<file path="src/rtl/vtimer_pkg.sv">
package vtimer_pkg;

  localparam int BYTE_W  = 8;
  localparam int WORD_W  = 2 * BYTE_W;
  localparam int IDX_W   = 4;
  localparam int FLAG_W  = BYTE_W - 1;
  localparam int N_PLAIN = 7;
  localparam int N_TMR   = 2;

  // flag bit owned by each timer (decoded by software, so fixed)
  localparam int FLAG_TA = 6;
  localparam int FLAG_TB = 5;

  typedef logic [BYTE_W-1:0] byte_t;
  typedef logic [WORD_W-1:0] word_t;
  typedef logic [FLAG_W-1:0] flags_t;

  typedef enum logic [IDX_W-1:0] {
    IX_PORT_B  = 4'd0,
    IX_PORT_A  = 4'd1,
    IX_DIR_B   = 4'd2,
    IX_DIR_A   = 4'd3,
    IX_TA_CLO  = 4'd4,
    IX_TA_CHI  = 4'd5,
    IX_TA_LLO  = 4'd6,
    IX_TA_LHI  = 4'd7,
    IX_TB_LO   = 4'd8,
    IX_TB_HI   = 4'd9,
    IX_SHIFT   = 4'd10,
    IX_AUXCTL  = 4'd11,
    IX_PERCTL  = 4'd12,
    IX_FLAGS   = 4'd13,
    IX_ENABLE  = 4'd14,
    IX_PORT_A2 = 4'd15
  } reg_idx_e;

  // counter step: plain decrement, wrapping through zero
  function automatic word_t tmr_step(word_t cur);
    return cur - word_t'(1);
  endfunction

  // flag update: clears first, then new events (event wins)
  function automatic flags_t flag_next(flags_t cur, flags_t set, flags_t clr);
    return (cur & ~clr) | set;
  endfunction

  // enable update: bit 7 chooses set or clear of the marked bits
  function automatic flags_t enable_next(flags_t cur, byte_t wv);
    if (wv[BYTE_W-1]) return cur | wv[FLAG_W-1:0];
    else              return cur & ~wv[FLAG_W-1:0];
  endfunction

  // flag register view: summary bit on top
  function automatic byte_t flag_view(flags_t fl, flags_t en);
    return {|(fl & en), fl};
  endfunction

endpackage

</file>
<file path="src/rtl/vtimer_plain.sv">
module vtimer_plain
  import vtimer_pkg::*;
#(
  parameter int NSLOT = N_PLAIN,
  parameter int W     = BYTE_W
) (
  input  logic                     clk,
  input  logic                     rst_n,
  input  logic [NSLOT-1:0]         we,
  input  logic [W-1:0]             wdata,
  output logic [NSLOT-1:0][W-1:0]  q
);

  for (genvar s = 0; s < NSLOT; s++) begin : g_slot
    always_ff @(posedge clk) begin
      if (!rst_n)     q[s] <= '0;
      else if (we[s]) q[s] <= wdata;
    end
  end

endmodule

</file>
<file path="src/rtl/vtimer_counter.sv">
module vtimer_counter
  import vtimer_pkg::*;
#(
  parameter int HALF_W = BYTE_W
) (
  input  logic                clk,
  input  logic                rst_n,
  input  logic                lat_lo_we,
  input  logic                lat_hi_we,
  input  logic                load,
  input  logic [HALF_W-1:0]   wdata,
  output logic [2*HALF_W-1:0] latch,
  output logic [2*HALF_W-1:0] count,
  output logic                underflow
);

  localparam int FULL_W = 2 * HALF_W;

  // wrap event: counter at zero and not being reloaded this edge
  assign underflow = !load && (count == '0);

  always_ff @(posedge clk) begin
    if (!rst_n) begin
      latch <= '1;
      count <= '1;
    end else begin
      if (lat_lo_we) latch[HALF_W-1:0]      <= wdata;
      if (lat_hi_we) latch[FULL_W-1:HALF_W] <= wdata;
      if (load) count <= {wdata, latch[HALF_W-1:0]};
      else      count <= FULL_W'(tmr_step(word_t'(count)));
    end
  end

  p_wrap_r6: assert property (@(posedge clk) disable iff (!rst_n)
    underflow |=> (count == '1));

  p_decrement_r6: assert property (@(posedge clk) disable iff (!rst_n)
    (!load && !underflow) |=> (count == $past(count) - 1'b1));

  p_load_r4: assert property (@(posedge clk) disable iff (!rst_n)
    load |=> (count == {$past(wdata), $past(latch[HALF_W-1:0])}));

  p_latch_hold_r3: assert property (@(posedge clk) disable iff (!rst_n)
    (!lat_lo_we && !lat_hi_we) |=> $stable(latch));

endmodule

</file>
<file path="src/rtl/vtimer_irq.sv">
module vtimer_irq
  import vtimer_pkg::*;
#(
  parameter int NF = FLAG_W
) (
  input  logic          clk,
  input  logic          rst_n,
  input  logic [NF-1:0] set,
  input  logic [NF-1:0] clr,
  input  logic          en_we,
  input  logic [NF:0]   en_wdata,
  output logic [NF-1:0] flags,
  output logic [NF-1:0] en,
  output logic          irq
);

  logic [NF-1:0] pending;
  assign pending = flags & en;
  assign irq     = |pending;

  always_ff @(posedge clk) begin
    if (!rst_n) begin
      flags <= '0;
      en    <= '0;
    end else begin
      flags <= flag_next(flags, set, clr);
      if (en_we) en <= enable_next(en, en_wdata);
    end
  end

  p_set_wins_r12: assert property (@(posedge clk) disable iff (!rst_n)
    (|set) |=> ((flags & $past(set)) == $past(set)));

  p_w1c_r8: assert property (@(posedge clk) disable iff (!rst_n)
    (|(clr & ~set)) |=> ((flags & $past(clr & ~set)) == '0));

  p_en_set_r10: assert property (@(posedge clk) disable iff (!rst_n)
    (en_we && en_wdata[NF]) |=> ((en & $past(en_wdata[NF-1:0])) == $past(en_wdata[NF-1:0])));

  p_en_clr_r10: assert property (@(posedge clk) disable iff (!rst_n)
    (en_we && !en_wdata[NF]) |=> ((en & $past(en_wdata[NF-1:0])) == '0));

  p_flags_quiet_r8: assert property (@(posedge clk) disable iff (!rst_n)
    (set == '0 && clr == '0) |=> $stable(flags));

endmodule

</file>
<file path="src/rtl/vtimer_regs.sv">
module vtimer_regs
  import vtimer_pkg::*;
#(
  parameter int ADDR_W = IDX_W,
  parameter int DATA_W = BYTE_W
) (
  input  logic              clk,
  input  logic              rst_n,
  input  logic              cs,
  input  logic              rd,
  input  logic              wr,
  input  logic [ADDR_W-1:0] addr,
  input  logic [DATA_W-1:0] wdata,
  output logic [DATA_W-1:0] rdata,
  output logic              irq
);

  localparam int TW = 2 * DATA_W;
  localparam int NF = DATA_W - 1;

  logic wr_hit, rd_hit;
  assign wr_hit = cs && wr;
  assign rd_hit = cs && rd;

  // ---------------- plain registers ----------------
  logic [N_PLAIN-1:0]             plain_we;
  logic [N_PLAIN-1:0][DATA_W-1:0] plain_q;

  always_comb begin
    plain_we = '0;
    if (wr_hit) begin
      case (addr)
        IX_PORT_B:             plain_we[0] = 1'b1;
        IX_PORT_A, IX_PORT_A2: plain_we[1] = 1'b1;
        IX_DIR_B:              plain_we[2] = 1'b1;
        IX_DIR_A:              plain_we[3] = 1'b1;
        IX_SHIFT:              plain_we[4] = 1'b1;
        IX_AUXCTL:             plain_we[5] = 1'b1;
        IX_PERCTL:             plain_we[6] = 1'b1;
        default:               plain_we    = '0;
      endcase
    end
  end

  vtimer_plain #(.NSLOT(N_PLAIN), .W(DATA_W)) u_plain (
    .clk   (clk),
    .rst_n (rst_n),
    .we    (plain_we),
    .wdata (wdata),
    .q     (plain_q)
  );

  // ---------------- timers ----------------
  logic [N_TMR-1:0]  t_lo_we, t_hi_we, t_load, t_uf;
  logic [TW-1:0]     t_latch [N_TMR];
  logic [TW-1:0]     t_count [N_TMR];

  always_comb begin
    t_lo_we = '0;
    t_hi_we = '0;
    t_load  = '0;
    if (wr_hit) begin
      case (addr)
        IX_TA_CLO, IX_TA_LLO: t_lo_we[0] = 1'b1;
        IX_TA_CHI: begin
          t_hi_we[0] = 1'b1;
          t_load[0]  = 1'b1;
        end
        IX_TA_LHI:            t_hi_we[0] = 1'b1;
        IX_TB_LO:             t_lo_we[1] = 1'b1;
        IX_TB_HI: begin
          t_hi_we[1] = 1'b1;
          t_load[1]  = 1'b1;
        end
        default: t_load = '0;
      endcase
    end
  end

  for (genvar t = 0; t < N_TMR; t++) begin : g_tmr
    vtimer_counter #(.HALF_W(DATA_W)) u_cnt (
      .clk       (clk),
      .rst_n     (rst_n),
      .lat_lo_we (t_lo_we[t]),
      .lat_hi_we (t_hi_we[t]),
      .load      (t_load[t]),
      .wdata     (wdata),
      .latch     (t_latch[t]),
      .count     (t_count[t]),
      .underflow (t_uf[t])
    );
  end

  // ---------------- interrupt flags ----------------
  logic [NF-1:0] fl_set, fl_clr, fl_q, en_q;
  logic          en_we;
  logic          rd_ta_lo, rd_tb_lo;

  assign rd_ta_lo = rd_hit && (addr == IX_TA_CLO);
  assign rd_tb_lo = rd_hit && (addr == IX_TB_LO);
  assign en_we    = wr_hit && (addr == IX_ENABLE);

  always_comb begin
    fl_set          = '0;
    fl_set[FLAG_TA] = t_uf[0];
    fl_set[FLAG_TB] = t_uf[1];
    fl_clr          = '0;
    if (wr_hit && addr == IX_FLAGS) fl_clr = wdata[NF-1:0];
    if (rd_ta_lo || t_load[0]) fl_clr[FLAG_TA] = 1'b1;
    if (rd_tb_lo || t_load[1]) fl_clr[FLAG_TB] = 1'b1;
  end

  vtimer_irq #(.NF(NF)) u_irq (
    .clk      (clk),
    .rst_n    (rst_n),
    .set      (fl_set),
    .clr      (fl_clr),
    .en_we    (en_we),
    .en_wdata (wdata),
    .flags    (fl_q),
    .en       (en_q),
    .irq      (irq)
  );

  // ---------------- read mux ----------------
  always_comb begin
    case (addr)
      IX_PORT_B:             rdata = plain_q[0];
      IX_PORT_A, IX_PORT_A2: rdata = plain_q[1];
      IX_DIR_B:              rdata = plain_q[2];
      IX_DIR_A:              rdata = plain_q[3];
      IX_TA_CLO:             rdata = t_count[0][DATA_W-1:0];
      IX_TA_CHI:             rdata = t_count[0][TW-1:DATA_W];
      IX_TA_LLO:             rdata = t_latch[0][DATA_W-1:0];
      IX_TA_LHI:             rdata = t_latch[0][TW-1:DATA_W];
      IX_TB_LO:              rdata = t_count[1][DATA_W-1:0];
      IX_TB_HI:              rdata = t_count[1][TW-1:DATA_W];
      IX_SHIFT:              rdata = plain_q[4];
      IX_AUXCTL:             rdata = plain_q[5];
      IX_PERCTL:             rdata = plain_q[6];
      IX_FLAGS:              rdata = flag_view(fl_q, en_q);
      IX_ENABLE:             rdata = {1'b1, en_q};
      default:               rdata = '0;
    endcase
  end

  p_rdclr_ta_r7: assert property (@(posedge clk) disable iff (!rst_n)
    (rd_ta_lo && !t_uf[0]) |=> !fl_q[FLAG_TA]);

  p_rdclr_tb_r7: assert property (@(posedge clk) disable iff (!rst_n)
    (rd_tb_lo && !t_uf[1]) |=> !fl_q[FLAG_TB]);

  p_uf_flags_r6: assert property (@(posedge clk) disable iff (!rst_n)
    t_uf[0] |=> fl_q[FLAG_TA]);

  p_irq_off_r11: assert property (@(posedge clk) disable iff (!rst_n)
    (en_q == '0) |-> !irq);

endmodule

</file>
<file path="config.mk">
export PLATFORM = sky130hd
export DESIGN_NAME = vtimer_regs
export DESIGN_NICKNAME = d
export VERILOG_FILES = /design/src/rtl/vtimer_pkg.sv /design/src/rtl/vtimer_plain.sv /design/src/rtl/vtimer_counter.sv /design/src/rtl/vtimer_irq.sv /design/src/rtl/vtimer_regs.sv
export SDC_FILE = /design/constraint.sdc
export NUM_CORES = 1
export LEC_CHECK = 0
export ABC_AREA = 1
export BUFFER_PORTS_ARGS = -buffer_cell sky130_fd_sc_hd__clkbuf_2
export CAP_MARGIN = 20
export CORE_ASPECT_RATIO = 0.6
export CORE_MARGIN = 4
export CORE_UTILIZATION = 65
export CTS_BUF_LIST = sky130_fd_sc_hd__clkbuf_16
export DETAILED_ROUTE_END_ITERATION = 6
export PLACE_DENSITY = 0.9
export SLEW_MARGIN = 15
export SYNTH_ARGS = -nofsm -noshare
export SYNTH_HDL_FRONTEND = slang
export SYNTH_HIERARCHICAL = 1
export SYNTH_SLANG_ARGS = --single-unit
</file>
<file path="constraint.sdc">
create_clock -name clk -period 3.8 [get_ports clk]
set_clock_uncertainty 0.05 [all_clocks]
set_input_delay 0.76 -clock clk [delete_from_list [all_inputs] [get_ports clk]]
set_output_delay 0.76 -clock clk [all_outputs]
set_load 0.02 [all_outputs]
</file>
After elaboration in Yosys (flattened, before gate mapping)
Index checks and enable logic that the tools add are counted.
{ "totals": {"out_inout_bits": 9, "reg_bits": 126} }
{ "op_classes": {"bitwise": 7, "mux": 23, "n_eq_ne": 15, "addsub": 2, "n_reduce_logical": 19} }
{ "ops": {"columns": ["op", "count"], "rows": [
  ["$pmux W8 S15", 1],
  ["$eq A4 B4 Y1 const B", 8],
  ["$logic_not A16 Y1", 2],
  ["$mux W16", 2],
  ["$sub A16 B1 Y16 const B", 2],
  ["$and A7 B7 Y7", 3],
  ["$mux W7", 3],
  ["$eq A4 B3 Y1 const B", 4],
  ["$mux W1", 15],
  ["$not A7 Y7", 2],
  ["$or A7 B7 Y7", 2],
  ["$eq A4 B2 Y1 const B", 2],
  ["$logic_and A1 B1 Y1", 8],
  ["$reduce_or A7 Y1", 1],
  ["$reduce_or A2 Y1", 3],
  ["$eq A4 B1 Y1 const B", 1],
  ["$logic_not A4 Y1", 1],
  ["$mux W2", 2],
  ["$logic_not A1 Y1", 2],
  ["$logic_or A1 B1 Y1", 2]
]} }

Depth between registers and ports, before layout
Gate-level depths: netlist (run 1).
{ "depth": {"depth_word": 8, "mapped_depth": 11} }

By module
The synthesis (run 1) kept the hierarchy.
{ "by_module_without_submodules": {"columns": ["mod", "cells_each", "n_inst", "area_per_inst_um2"], "rows": [
  ["vtimer_counter", 222, 2, 1500.2],
  ["vtimer_plain", 308, 1, 2163.3],
  ["vtimer_regs", 319, 1, 1283.7],
  ["vtimer_irq", 80, 1, 563.0]
]} }

Worst setup path before layout (run 1)
Ideal clock, no wire load.
{ "synth_path": {"path_kind": "input-to-output", "startpoint": "in addr[1]", "endpoint": "out rdata[0]", "setup_slack_ns": 1.339, "t_arrival_ns": 1.651, "path_stages": 9, "path_cell_list": "inv_1 -> nand2_1 -> nor2_2 -> nand2_1 -> nand2_1 -> nor2_1 -> nand2_1 -> nor2_1 -> nand2_1"} }
{ "synth_via": {"elab_chain_cells": 3, "elab_cells_between_ends": 18, "classes_between": "eq/ne (15); mux (1); reduce/logical (2)"} }
{ "synth_lines": {"columns": ["item", "line_no", "text"], "rows": [
  ["from (decl)", "vtimer_regs.sv:12", "input logic [ADDR_W-1:0] addr,"],
  ["$eq A4 B1 Y1 / $eq A4 B4 Y1 (equally long branches)", "vtimer_regs.sv:127", "case (addr)"],
  ["$reduce_or A2 Y1", "vtimer_regs.sv:127", null],
  ["$pmux W8 S15 (*)", "vtimer_regs.sv:127", null],
  ["to (decl)", "vtimer_regs.sv:14", "output logic [DATA_W-1:0] rdata,"]
]} }
Mark *: on every way between the ends. The rest lies on a longest branch, timed or not.

Worst setup path after layout (run 1)
{ "layout_path": {"startpoint": "in addr[0]", "endpoint": "out rdata[5]"} }
Same word-level chain as after synthesis.

==> results.sh, run 1 <==
export IMPL_yosysWarnings=6
export IMPL_fp_dieH_um=86.89
export IMPL_fin_util_pct=75.01
export IMPL_rsz0062_at_grt="no"
export IMPL_critPathLaunchType="input port"
export IMPL_tns_ns=0
export IMPL_clkSinkCount=126
export IMPL_design_area_um2=7490
export IMPL_hold_violations=0
export IMPL_min_path_type="reg -> reg"
export IMPL_post_drt_via_cell_ratio=5.572
export IMPL_cts_tree="yes"
export IMPL_layout_drive_gt1_share_pct=8.319
export IMPL_die_w_um=139.5
export IMPL_finish_net_count=1160
export IMPL_pin_count=26
export IMPL_grt_max_degree=70
export IMPL_fmax_mhz=323.6
export IMPL_num_antenna_cells=0
export IMPL_drt_pass1_iter_count=6
export IMPL_cts_root_buf="clkbuf_16"
export IMPL_gp_congestion=1.065
export IMPL_worst_path_max_delay_cell="nor2_1"
export IMPL_io_buffers=25
export IMPL_ctsResizeCount=0
export IMPL_pre_cts_slack_ns=0.8169
export IMPL_dpl_cell_area_um2=6887
export IMPL_vias=7182
export IMPL_initial_core_util_pct=67.52
export IMPL_core_um2=9985
export IMPL_clkTransAtPathRegs_ns=0.06
export IMPL_cpPeakStageDelay_ns=0.53
export IMPL_area_growth_pct=11.10
export IMPL_grt_pass1_vias=6504
export IMPL_post_cts_buffers=0
export IMPL_outcome="completed"
export IMPL_finalCritPeriodShare_pct=81.33
export IMPL_rows=28
export IMPL_crit_path_frequent_cell="nand2_1"
export IMPL_postSynthCellCount=1117
export IMPL_arrival_ns=2.28
export IMPL_ant_nets=0
export IMPL_cp_end_kind="output port"
export IMPL_setup_violations_final=0
export IMPL_tightest_slew_ns=0.9283
export IMPL_reg2reg_depth=8
export IMPL_h_tree_depth=4
export IMPL_die_area_um2=12120
export IMPL_max_cap_violations=0
export IMPL_path_class="in -> out"
export IMPL_path_cells="clkbuf_2 > inv_2 > nand2_1 > nor2_1 > nand2_1 > nand2_1 > nor2_1 > nand2_1 > nor2_1 > nand2_1 > clkbuf_2"
export IMPL_relSlewSlack_pct=37.88
export IMPL_avgSynthCellArea_um2=6.035
export IMPL_cellLeakagePower_nw=3.673
export IMPL_hold_buffers=0
export IMPL_wire_per_inst_um=15.65
export IMPL_drt_initial_drc_count=1137
export IMPL_fin_crit_ns=3.090
export IMPL_cts_buffers=17
export IMPL_worst_slack_ns=0.7095
export IMPL_syn_area_um2=6741
export IMPL_drc=0
export IMPL_grt_pass1_wl_mm=32.49
export IMPL_reg2reg_slack_ns=2.00
export IMPL_grt_overflow_total=0
export IMPL_detailed_place_hpwl_mm=13.64
export IMPL_fill_cells=817
export IMPL_ir_worst_vdd_uv=421.0
export IMPL_hold_worst_slack_ns=0.4092
export IMPL_pwr_density_cell_nw_per_um2=443.2
export IMPL_clock_latency_ns=0.42
export IMPL_clockBufferDepth=2
export IMPL_slew_viol_final=0
export IMPL_antenna_found_initial=0
export IMPL_path_max_fanout=8
export IMPL_crit_required_ns=2.99
export IMPL_grt_util_all_layers_pct=34.29
export IMPL_drt_wl_total_mm=20.18
export IMPL_hold_path_depth=2
[metrics by stage]
step	cells	power (mW)
floorplan	1121	1.563
global placement	1257	1.645
detailed placement	1257	1.650
CTS	1289	3.306
global route	1289	3.415
finish	1289	3.320
[placed cells by master, fill, tap and decap left out]
| cell type | instances |
|---|---|
| nand2_1 | 481 |
| nor2_1 | 214 |
| dfxtp_1 | 126 |
| inv_1 | 83 |
| nand3_1 | 56 |
| a21oi_1 | 55 |
| clkbuf_2 | 25 |
| clkbuf_16 | 17 |
| buf_4 | 14 |
| nor2_2 | 13 |
| xor2_1 | 10 |
| nor3_1 | 8 |
| o21ai_0 | 8 |
| nand2_2 | 5 |
| conb_1 | 5 |
| clkinv_1 | 4 |
| bufinv_16 | 4 |
| nor2_4 | 4 |
| clkinv_2 | 3 |
| inv_2 | 2 |
| o221ai_1 | 2 |
| clkinvlp_4 | 2 |
| nand3_2 | 2 |
| nor4_2 | 2 |
| nand3b_1 | 2 |
| or2_0 | 2 |
| ha_1 | 2 |
| o21ai_2 | 1 |
| nand3_4 | 1 |
| clkinv_4 | 1 |
[worst max-delay path, delay by kind of cell]
family        cells  cell delay, ns
simple gates      8            1.14
buf+inv           3            0.36
[per-layer routing]
metal / routed length [µm] / GRT usage, % / vias up
met5: 34 / 2.429 / -
met3: 2690 / 10.42 / 86
met4: 682 / 16.79 / 2
li1: - / - / 3453
met2: 8262 / 49.61 / 470
met1: 8507 / 46.66 / 3171
[sequential cells by signal (all words and copies together), names as in the netlist, named ones only]
signal and cells:
g_tmr.u_cnt/count 32, g_tmr.u_cnt/latch 24, u_irq/flags 7, u_plain/q 56
[final timing paths]
check                          start                       to
max reg2reg  g_tmr[1].u_cnt/count[0]           u_irq/flags[5]
min          g_tmr[1].u_cnt/latch[4]  g_tmr[1].u_cnt/latch[4]
min reg2reg  g_tmr[1].u_cnt/latch[4]  g_tmr[1].u_cnt/latch[4]
max                          addr[0]                 rdata[5]
[report_power, final]
| group | switching, mW | internal [mW] | total (mW) |
|---|---|---|---|
| combinational | 0.192 | 0.0704 | 0.262 |
| clock | 0.601 | 1.08 | 1.68 |
| sequential | 0.0259 | 1.35 | 1.38 |
[cell type report]
cell class	count	area [µm²]	share of cell area [%]
multi-input combinational	873	3650	48.73
sequential	126	2522	33.68
clock buffer	17	425.4	5.680
inverter	84	315.3	4.210
timing repair buffer	39	230.2	3.074
clock inverter	15	177.7	2.372
tap	135	168.9	2.255
(Power assumes the default switching activity.)
==> run 2, diff against run 1 <==
Settings changed: ABC_AREA 1 to 0, CORE_UTILIZATION 65 to 63, PLACE_DENSITY 0.9 to 0.88.
Clock period 3.8 ns to 3.2 ns, I/O delays scaled along.
==> run 2 against run 1 <==
  * The flow now finishes with violations (DRC)
  * Power rose by 17%
  * Synthesized cell count down 33%
  * Wire length increased by 16%
  * First-iteration DRC count fell by 15%
  * Setup slack worse by 0.67 ns
  * Cell count fell by 27%
  * Clock power up 12%
  * Combinational power up 50%
  * Largest cell class unchanged
  * Highest routed layer is now met4
==> results.sh, run 2 <==
export IMPL_setup_violations_final=0
export IMPL_finalCritPeriodShare_pct=98.79
export IMPL_die_w_um=143.0
export IMPL_dpl_cell_area_um2=7308
export IMPL_die_area_um2=12730
export IMPL_design_area_um2=7895
export IMPL_detailed_place_hpwl_mm=16.29
export IMPL_layout_drive_gt1_share_pct=17.84
export IMPL_hold_buffers=0
export IMPL_outcome="complete, but fails checks"
export IMPL_clock_latency_ns=0.42
export IMPL_fp_dieH_um=89.02
export IMPL_drt_wl_total_mm=23.47
export IMPL_cts_root_buf="clkbuf_16"
export IMPL_postSynthCellCount=747
export IMPL_grt_util_all_layers_pct=36.71
export IMPL_avgSynthCellArea_um2=9.226
export IMPL_drt_initial_drc_count=971
export IMPL_cellLeakagePower_nw=2.822
export IMPL_yosysWarnings=6
export IMPL_h_tree_depth=4
export IMPL_grt_overflow_total=0
export IMPL_slew_viol_final=0
export IMPL_cts_buffers=17
export IMPL_core_um2=10630
export IMPL_arrival_ns=2.47
export IMPL_path_class="in -> out"
export IMPL_io_buffers=25
export IMPL_num_antenna_cells=0
export IMPL_cts_tree="yes"
export IMPL_hold_violations=0
export IMPL_largest_reg_flops=56
export IMPL_initial_core_util_pct=64.82
export IMPL_crit_required_ns=2.51
export IMPL_violations="DRC"
export IMPL_path_max_fanout=17
export IMPL_cp_end_kind="output port"
export IMPL_fin_crit_ns=3.161
export IMPL_max_cap_violations=0
export IMPL_pin_count=26
export IMPL_tns_ns=0
export IMPL_grt_pass1_vias=6078
export IMPL_worst_slack_ns=0.03872
export IMPL_post_drt_via_cell_ratio=6.841
export IMPL_clkTransAtPathRegs_ns=0.06
export IMPL_antenna_found_initial=0
export IMPL_layout_common_cells="dfxtp_1, mux2i_1, nor2b_1"
export IMPL_pre_cts_slack_ns=0.09406
export IMPL_tightest_slew_ns=0.8727
export IMPL_reg_largest_list="u_plain/q: 56 flops, g_tmr.u_cnt/count: 32 flops, g_tmr.u_cnt/latch: 24 flops"
export IMPL_instances_no_fill=946
export IMPL_critPathLaunchType="input port"
export IMPL_pwr_density_cell_nw_per_um2=493.8
export IMPL_ir_worst_vdd_uv=420.1
export IMPL_syn_area_um2=6892
export IMPL_drt_pass1_iter_count=7
export IMPL_ant_nets=0
export IMPL_fmax_mhz=316.3
export IMPL_clkSinkCount=126
export IMPL_multi_input_area_um2=4040
export IMPL_grt_pass1_wl_mm=35.22
export IMPL_drc=8
export IMPL_fill_cells=788
export IMPL_area_growth_pct=14.56
export IMPL_grt_max_degree=93
export IMPL_rows=29
export IMPL_finish_net_count=813
export IMPL_seq_area_um2=2522
export IMPL_vias=6472
export IMPL_mostFrequentLayoutCell="dfxtp_1"
export IMPL_clockBufferDepth=2
export IMPL_relSlewSlack_pct=41.82
export IMPL_hold_worst_slack_ns=0.4238
export IMPL_min_path_type="reg -> reg"
export IMPL_rsz0062_at_grt="no"
export IMPL_wire_per_inst_um=24.81
export IMPL_gp_congestion=1.032
export IMPL_dp_cells=914
export IMPL_top_register="u_plain/q"
## run 2: cell types whose count changed in the layout (fill, tap and decap cells not counted), moves of 12 or more
| cell | delta |
|---|---|
| a21oi_1 | -36 |
| buf_4 | +41 |
| inv_1 | -72 |
| mux2i_1 | +97 |
| nand2_1 | -428 |
| nand3_1 | -36 |
| nor2_1 | -175 |
| nor2_2 | -12 |
| nor2b_1 | +83 |
## run 2: final cells by class
type | count | area share [%]
Multi-Input combinational cell | 556 | 51.17
Sequential cell | 126 | 31.95
Timing Repair Buffer | 79 | 6.751
Clock buffer | 17 | 5.388
Tap cell | 139 | 2.203
Clock inverter | 15 | 1.870
Inverter | 14 | 0.6656
## run 2: worst max-delay path, stage by stage
cell and delay, ns:
clkbuf_2 0.29, nor2b_1 0.28, buf_4 0.18, a32oi_2 0.32, a21oi_1 0.12, a211oi_1 0.31
a31oi_1 0.14, clkbuf_2 0.18
## run 2: repair_timing
item	CTS	global route
gates resized for setup	0	4
endpoints found under the setup margin	0	3
endpoints found under the hold margin	0	0
buffers inserted	0	0
## run 2: report_power, final
part	internal [mW]	switching, mW
combinational	0.144	0.250
clock	1.14	0.743
sequential	1.59	0.0295
total	2.88	1.02
## run 2: worst paths after layout
path                           startpoint                       to  slack, ns  cells after the start
setup / recovery                  addr[3]                 rdata[3]       0.04                      8
hold / removal    g_tmr[1].u_cnt/latch[5]  g_tmr[1].u_cnt/latch[5]       0.42                      2
setup reg to reg  g_tmr[0].u_cnt/count[0]           u_irq/flags[6]       0.94                      6
hold reg to reg   g_tmr[1].u_cnt/latch[5]  g_tmr[1].u_cnt/latch[5]       0.42                      2
## run 2: metrics by stage
| stage | utilization [%] | total power, mW |
|---|---|---|
| floorplan | - | 1.874 |
| global placement | 68.74 | 2.017 |
| detailed placement | 68.74 | 2.026 |
| CTS | 74.13 | 3.879 |
| global route | 74.26 | 3.988 |
| finish | 74.26 | 3.899 |
## run 2: layer usage
| metal | track usage (%) | share of wire, % | vias up |
|---|---|---|---|
| met5 | 0 | 0 | - |
| met4 | 13.72 | 2.9 | 0 |
| met3 | 9.941 | 13 | 79 |
| met2 | 55.15 | 42 | 481 |
| met1 | 50.85 | 43 | 3105 |
| li1 | - | - | 2807 |
